$ cat src/rtl/sclgen_pkg.sv
// Shared types for the prescaled serial-clock generator.
// Assumes: the register select and phase encodings below are used by all submodules.
package sclgen_pkg;

    // Register select codes on the write port
    typedef enum logic [1:0] {
        SEL_PSC  = 2'b00,
        SEL_LOW  = 2'b01,
        SEL_HIGH = 2'b10,
        SEL_NONE = 2'b11
    } reg_sel_e;

    // Phase of the SCL waveform
    typedef enum logic [1:0] {
        PH_IDLE = 2'b00,
        PH_LOW  = 2'b01,
        PH_HIGH = 2'b10
    } phase_e;

endpackage

$ cat src/rtl/sclgen_regs.sv
// Register bank: prescale value, low count and high count, with prescale readback.
// Assumes: CNT_W <= REG_W and PSC_W < REG_W; the unused select code writes nothing.
module sclgen_regs
    import sclgen_pkg::*;
#(
    parameter int PSC_W = 8,
    parameter int REG_W = 16,
    parameter int CNT_W = 16
) (
    input  logic             clk,
    input  logic             rst_n,
    input  logic             wr_en,
    input  logic [1:0]       wr_sel,
    input  logic [REG_W-1:0] wr_data,
    output logic [PSC_W-1:0] psc_q,
    output logic [CNT_W-1:0] low_q,
    output logic [CNT_W-1:0] high_q,
    output logic [REG_W-1:0] psc_rd
);

    localparam int PAD_W = REG_W - PSC_W;

    reg_sel_e sel;
    assign sel = reg_sel_e'(wr_sel);

    // Store a write into the selected register
    always_ff @(posedge clk) begin
        if (!rst_n) begin
            psc_q  <= '0;
            low_q  <= '0;
            high_q <= '0;
        end else if (wr_en) begin
            case (sel)
                SEL_PSC:  psc_q  <= wr_data[PSC_W-1:0];
                SEL_LOW:  low_q  <= wr_data[CNT_W-1:0];
                SEL_HIGH: high_q <= wr_data[CNT_W-1:0];
                default:  ;
            endcase
        end
    end

    // Readback pads the upper bits with zero
    assign psc_rd = {{PAD_W{1'b0}}, psc_q};

    // a prescale write is stored and visible the next cycle
    assert_psc_write_R1: assert property (@(posedge clk) disable iff (!rst_n)
        (wr_en && wr_sel == 2'b00) |=> (psc_q == $past(wr_data[PSC_W-1:0])));

    // the unused select code leaves every register unchanged
    assert_spare_sel_R10: assert property (@(posedge clk) disable iff (!rst_n)
        (wr_en && wr_sel == 2'b11) |=> ($stable(psc_q) && $stable(low_q) && $stable(high_q)));

endmodule

$ cat src/rtl/sclgen_div.sv
// Prescaler: produces one tick every (divisor + 1) input clocks.
// Assumes: the divisor is captured from psc_in only on the cycle mod_run rises;
// while mod_run is 0 the counter is held at zero and no tick is produced.
module sclgen_div #(
    parameter int PSC_W = 8
) (
    input  logic             clk,
    input  logic             rst_n,
    input  logic             mod_run,
    input  logic [PSC_W-1:0] psc_in,
    output logic             tick
);

    logic             run_q;
    logic [PSC_W-1:0] div_q;
    logic [PSC_W-1:0] cnt_q;

    // Delay mod_run by one cycle to find its rising edge
    always_ff @(posedge clk) begin
        if (!rst_n) run_q <= 1'b0;
        else        run_q <= mod_run;
    end

    // Capture the working divisor when the module leaves reset
    always_ff @(posedge clk) begin
        if (!rst_n)                 div_q <= '0;
        else if (mod_run && !run_q) div_q <= psc_in;
    end

    // Count input clocks, wrapping at the working divisor
    always_ff @(posedge clk) begin
        if (!rst_n || !mod_run) cnt_q <= '0;
        else if (!run_q)        cnt_q <= '0;
        else if (cnt_q == div_q) cnt_q <= '0;
        else                    cnt_q <= cnt_q + 1'b1;
    end

    assign tick = run_q && (cnt_q == div_q);

    // two ticks in a row only with a divisor of zero
    assert_tick_spacing_R2: assert property (@(posedge clk) disable iff (!rst_n)
        tick |=> (!tick || div_q == '0));

    // the counter never passes the working divisor
    assert_cnt_bound_R2: assert property (@(posedge clk) disable iff (!rst_n)
        run_q |-> (cnt_q <= div_q));

    // the working divisor is frozen while the module runs
    assert_div_frozen_R3: assert property (@(posedge clk) disable iff (!rst_n)
        (run_q && mod_run) |=> $stable(div_q));

    // held in reset means a zero counter and no tick
    assert_hold_idle_R4: assert property (@(posedge clk) disable iff (!rst_n)
        !mod_run |=> (cnt_q == '0 && !tick));

endmodule

$ cat src/rtl/sclgen_shape.sv
// Phase shaper: drives SCL low for (low+1) ticks and high for (high+1) ticks.
// Assumes: advances only on ticks; each count is latched at the start of its phase;
// when mst_en falls the cycle finishes with its high phase, then SCL rests high.
module sclgen_shape
    import sclgen_pkg::*;
#(
    parameter int CNT_W = 16
) (
    input  logic             clk,
    input  logic             rst_n,
    input  logic             mod_run,
    input  logic             mst_en,
    input  logic             tick,
    input  logic [CNT_W-1:0] low_cnt,
    input  logic [CNT_W-1:0] high_cnt,
    output logic             scl
);

    phase_e           state;
    logic [CNT_W-1:0] pcnt;
    logic [CNT_W-1:0] len_q;
    logic             last;

    assign last = (pcnt == len_q);

    // Step the phase machine on each tick
    always_ff @(posedge clk) begin
        if (!rst_n || !mod_run) begin
            state <= PH_IDLE;
            pcnt  <= '0;
            len_q <= '0;
        end else if (tick) begin
            case (state)
                PH_IDLE: begin
                    if (mst_en) begin
                        state <= PH_LOW;
                        len_q <= low_cnt;
                    end
                    pcnt <= '0;
                end
                PH_LOW: begin
                    if (last) begin
                        state <= PH_HIGH;
                        len_q <= high_cnt;
                        pcnt  <= '0;
                    end else begin
                        pcnt <= pcnt + 1'b1;
                    end
                end
                PH_HIGH: begin
                    if (last) begin
                        state <= mst_en ? PH_LOW : PH_IDLE;
                        len_q <= mst_en ? low_cnt : '0;
                        pcnt  <= '0;
                    end else begin
                        pcnt <= pcnt + 1'b1;
                    end
                end
                default: begin
                    state <= PH_IDLE;
                    pcnt  <= '0;
                end
            endcase
        end
    end

    assign scl = (state != PH_LOW);

    // SCL only moves on an edge that samples a tick
    assert_tick_gated_R7: assert property (@(posedge clk) disable iff (!rst_n)
        (mod_run && !tick) |=> $stable(scl));

    // held in reset means SCL high
    assert_idle_high_R4: assert property (@(posedge clk) disable iff (!rst_n)
        !mod_run |=> scl);

    // once resting with the enable low, the shaper stays at rest
    assert_rest_R8: assert property (@(posedge clk) disable iff (!rst_n)
        (state == PH_IDLE && !mst_en) |=> (state == PH_IDLE));

    // the phase counter never runs past the latched length
    assert_phase_bound_R5: assert property (@(posedge clk) disable iff (!rst_n)
        (state != PH_IDLE) |-> (pcnt <= len_q));

endmodule

$ cat src/rtl/scl_clkgen.sv
// Top: register bank, prescaler and SCL phase shaper.
// Assumes: synchronous active-low reset; mod_run = 0 holds the datapath idle.
module scl_clkgen #(
    parameter int PSC_W = 8,
    parameter int REG_W = 16,
    parameter int CNT_W = 16
) (
    input  logic             clk,
    input  logic             rst_n,
    input  logic             wr_en,
    input  logic [1:0]       wr_sel,
    input  logic [REG_W-1:0] wr_data,
    input  logic             mod_run,
    input  logic             mst_en,
    output logic             tick,
    output logic             scl,
    output logic [REG_W-1:0] psc_rd
);

    logic [PSC_W-1:0] psc_q;
    logic [CNT_W-1:0] low_q;
    logic [CNT_W-1:0] high_q;

    sclgen_regs #(.PSC_W(PSC_W), .REG_W(REG_W), .CNT_W(CNT_W)) u_regs (
        .clk     (clk),
        .rst_n   (rst_n),
        .wr_en   (wr_en),
        .wr_sel  (wr_sel),
        .wr_data (wr_data),
        .psc_q   (psc_q),
        .low_q   (low_q),
        .high_q  (high_q),
        .psc_rd  (psc_rd)
    );

    sclgen_div #(.PSC_W(PSC_W)) u_div (
        .clk     (clk),
        .rst_n   (rst_n),
        .mod_run (mod_run),
        .psc_in  (psc_q),
        .tick    (tick)
    );

    sclgen_shape #(.CNT_W(CNT_W)) u_shape (
        .clk      (clk),
        .rst_n    (rst_n),
        .mod_run  (mod_run),
        .mst_en   (mst_en),
        .tick     (tick),
        .low_cnt  (low_q),
        .high_cnt (high_q),
        .scl      (scl)
    );

endmodule

$ cat config.mk
export PLATFORM = sky130hd
export DESIGN_NAME = scl_clkgen
export DESIGN_NICKNAME = d
export VERILOG_FILES = /design/src/rtl/sclgen_pkg.sv /design/src/rtl/sclgen_regs.sv /design/src/rtl/sclgen_div.sv /design/src/rtl/sclgen_shape.sv /design/src/rtl/scl_clkgen.sv
export SDC_FILE = /design/constraint.sdc
export NUM_CORES = 1
export LEC_CHECK = 0
export BUFFER_PORTS_ARGS = -buffer_cell sky130_fd_sc_hd__buf_2
export CAP_MARGIN = 20
export CORE_MARGIN = 2
export CORE_UTILIZATION = 55
export DETAILED_ROUTE_END_ITERATION = 10
export PLACE_DENSITY_LB_ADDON = 0.25
export SLEW_MARGIN = 15
export SYNTH_ARGS = -nofsm -noshare
export SYNTH_HDL_FRONTEND = slang
export SYNTH_HIERARCHICAL = 1
export SYNTH_SLANG_ARGS = --single-unit
export TNS_END_PERCENT = 30
$ cat constraint.sdc
create_clock -name clk -period 3.5 [get_ports clk]
set_input_delay 0.35 -clock clk [delete_from_list [all_inputs] [get_ports clk]]
set_output_delay 0.35 -clock clk [all_outputs]
set_load 0.005 [all_outputs]
==> flow_summary.ini <==
[logic_synthesis]
synth_fa_ha_area_share_pct = 2.04
netlist_area_sq_um = 4290
synth-simple-area-share_pct = 15.8
netlist-cell-type-count = 40
synthXorXnorAreaFrac_pct = 8.58
synth-seq-cells = 91
synth.avg_cell_area_sq_um = 9.63
muxShareOfSynthArea_pct = 11.4
synth_compound_area_share_pct = 11.5
ys_seq_area_share_pct = 42.5
yosys_warnings = 6
syn_inst = 445
synth_top_family_by_area = simple AND/OR/NAND/NOR gates

[sta]
rsz0062_at_grt = false
hold-worst-slack_ps = 263
setup-violations-final = 0
fin_tns_setup_ps = 0
fmax_ghz = 0.348
fin_ws_ps = 626
relSlewSlack_pct = 26.9
tightest_slew_ps = 1090
hold_violations = 0
period_needed_ps = 2870
slew_violations = 0
clock_skew_ps = 9.63
timing.final.crit_share_pct = 82.1

[die]
start_util_pct = 56.1
ioPinCount = 41
die_y_um = 92.3
die_w_um = 92.3
std_cell_rows = 32
coreArea_sq_um = 7650
fp.dieArea_sq_um = 8520

[worst_setup_path]
worstSetupPathType = flip-flop to flip-flop
rr_worst_depth = 6
slowest_delay_ps = 560
critPathBufInv = 0
crit_path_end_kind = flip-flop
timing.rr.end = u_shape/len_q[5]
path_delay_family = compound AO/OA/AOI/OAI gates
critPathLaunchType = flip-flop
crit_arrival_ps = 3120
critical_path.cell_chain = xor2_1 > nor4_4 > and3_1 > o21ai_0 > a211o_1 > a221oi_1
cp.required_ps = 3750
r2r-start = u_div/cnt_q[3]
crit_slowest_cell = a211o_1
r2r_slack_ps = 630
crit_path_max_fanout = 16

[placed_design]
io_buffers = 32
globalplace.congestion = 0.777
place_inst = 549
hpwl_um = 5900
post-place-ws_ps = 686
place_area_sq_um = 4360

[pwr]
leakagePower_nw = 1.87
vdd_drop_max_mv = 0.259
powerDensity_nw_per_um2 = 416

[clock_tree]
cts_max_level = 3
clock_latency_ps = 350
numCtsBuffers = 9
cts_setup_buffers = 0
cts_hold_buf = 0
cts_resized = 0
clk_path_buf_depth = 2
cts-root-buf = clkbuf_8
clock_sinks = 91
tritoncts = built
path_clk_slew_ps = 90

[routing]
routedWlPerCell_um = 15.0
via_per_inst = 5.43
drtAntennaViolNets = 0
wirelength_um = 8460
drt_iter0_drc = 148
vias = 3070
drc_errors = 0
drt_first_pass_iters = 5

[global_route]
grt_use_total_pct = 21.0
grt_pass1_vias = 2823
grt_overflow_total = 0
antenna_found_initial = 0
grt_first_pass_wirelength_um = 14000
grt_max_degree = 67

[layout]
fin_area_sq_um = 4540
layout.cells.non_filler = 565
area_growth_syn_to_layout_pct = 5.93
drive_gt1_share_pct = 13.8
finish.net_count = 488
final_common_cell = dfxtp_1
final_cell_mix = 91 x dfxtp_1, 69 x nand2_1, 49 x mux2i_1
n_antenna_cell = 0

[worst_hold_path]
worstHoldStart = wr_data[13]
min_to = u_regs/high_q[13]
hold_depth = 3
holdCritPathClass = primary input to flip-flop

[outcome]
status = finished, final reports clean

[job]
max_cap_violations = 0
## cell families after synthesis
group | after synthesis
and+or+nand+nor | 139
DFF | 91
buffers and inverters | 63
AOI/OAI and AO/OA | 53
muxes | 49
xor gates and xnor gates | 42
adders and majority gates | 7
other | 1
## power by group
part | leakage (nW) | switching [W] | internal, W
Combinational | 1.04 | 0.0000980 | 0.0000613
Sequential | 0.737 | 0.0000172 | 0.00106
Clock | 0.0876 | 0.000368 | 0.000285
Total | 1.87 | 0.000483 | 0.00141
## cells in the mapped netlist (all sizes together)
cell	n	area, sq um
inv	23	86.3
mux2i	49	490
a221oi	35	369
nand3	8	45.0
nand2	69	259
xnor2	10	87.6
nor4	7	73.8
nor2	20	75.1
a32oi	2	17.5
o21ai	4	20.0
or3b	1	8.76
nand3b	1	7.51
buf	30	223
and3	2	12.5
a31oi	1	6.26
conb	1	3.75
xor2	32	280
and3b	1	10.0
o21a	1	7.51
a211oi	5	37.5
nor2b	9	56.3
or2	1	6.26
dfxtp	91	1820
a21oi	2	10.0
and4	1	8.76
ha	7	87.6
o211ai	2	15.0
nand4	7	43.8
clkbuf	10	38.8
or3	3	18.8
a211o	1	8.76
nor3	5	25.0
and2	4	25.0
## metrics by stage
stage                     power (W)  util [%]
final                       0.00189      59.4
after global routing        0.00197      59.4
after CTS                   0.00190      59.4
after detailed placement    0.00126      57.0
after global placement      0.00125      57.0
after floorplan             0.00123         -
## final cells by class
cell class	instances	area [sq um]
Clock inverter	4	33.8
Tap cell	102	128
Fill cell	688	3110
Sequential cell	91	1820
Timing Repair Buffer	35	183
Inverter	23	86.3
Clock buffer	12	145
Multi-Input combinational cell	298	2140
## flip-flops by register name, summed over array words and instances, names as in the netlist
register / cells
u_div/cnt_q: 8
u_div/div_q: 8
u_div/run_q: 1
u_regs/high_q: 16
u_regs/low_q: 16
u_regs/psc_q: 8
u_shape/len_q: 16
u_shape/pcnt: 16
u_shape/state: 2
## worst max path at each step
stage                              endpoint  depth (start not counted)            from
after floorplan           u_shape/len_q[10]                          8  u_div/cnt_q[4]
after global placement     u_shape/len_q[4]                          6  u_div/cnt_q[4]
after detailed placement   u_shape/len_q[5]                          6  u_div/cnt_q[4]
after CTS                  u_shape/len_q[5]                          6  u_div/cnt_q[4]
after global routing       u_shape/len_q[2]                          6  u_div/cnt_q[4]
final                      u_shape/len_q[5]                          6  u_div/cnt_q[3]
## routing by layer
layer  wire (um)  part of all wire, %  vias to the layer above  track usage (%)
li1            -                    -                     1553                -
met1        4270                   50                     1440             29.4
met2        3800                   45                       65             32.2
met3         260                  3.1                       12             3.94
met4         135                  1.6                        0             7.96
met5           0                    0                        -                0
## tightest hold or removal path: cells and delay by family
kind,cells,cell delay (ps)
muxes,1,60
buffers and inverters,1,100
and+or+nand+nor,1,60
Note: power is estimated with default switching activity, not from simulation.
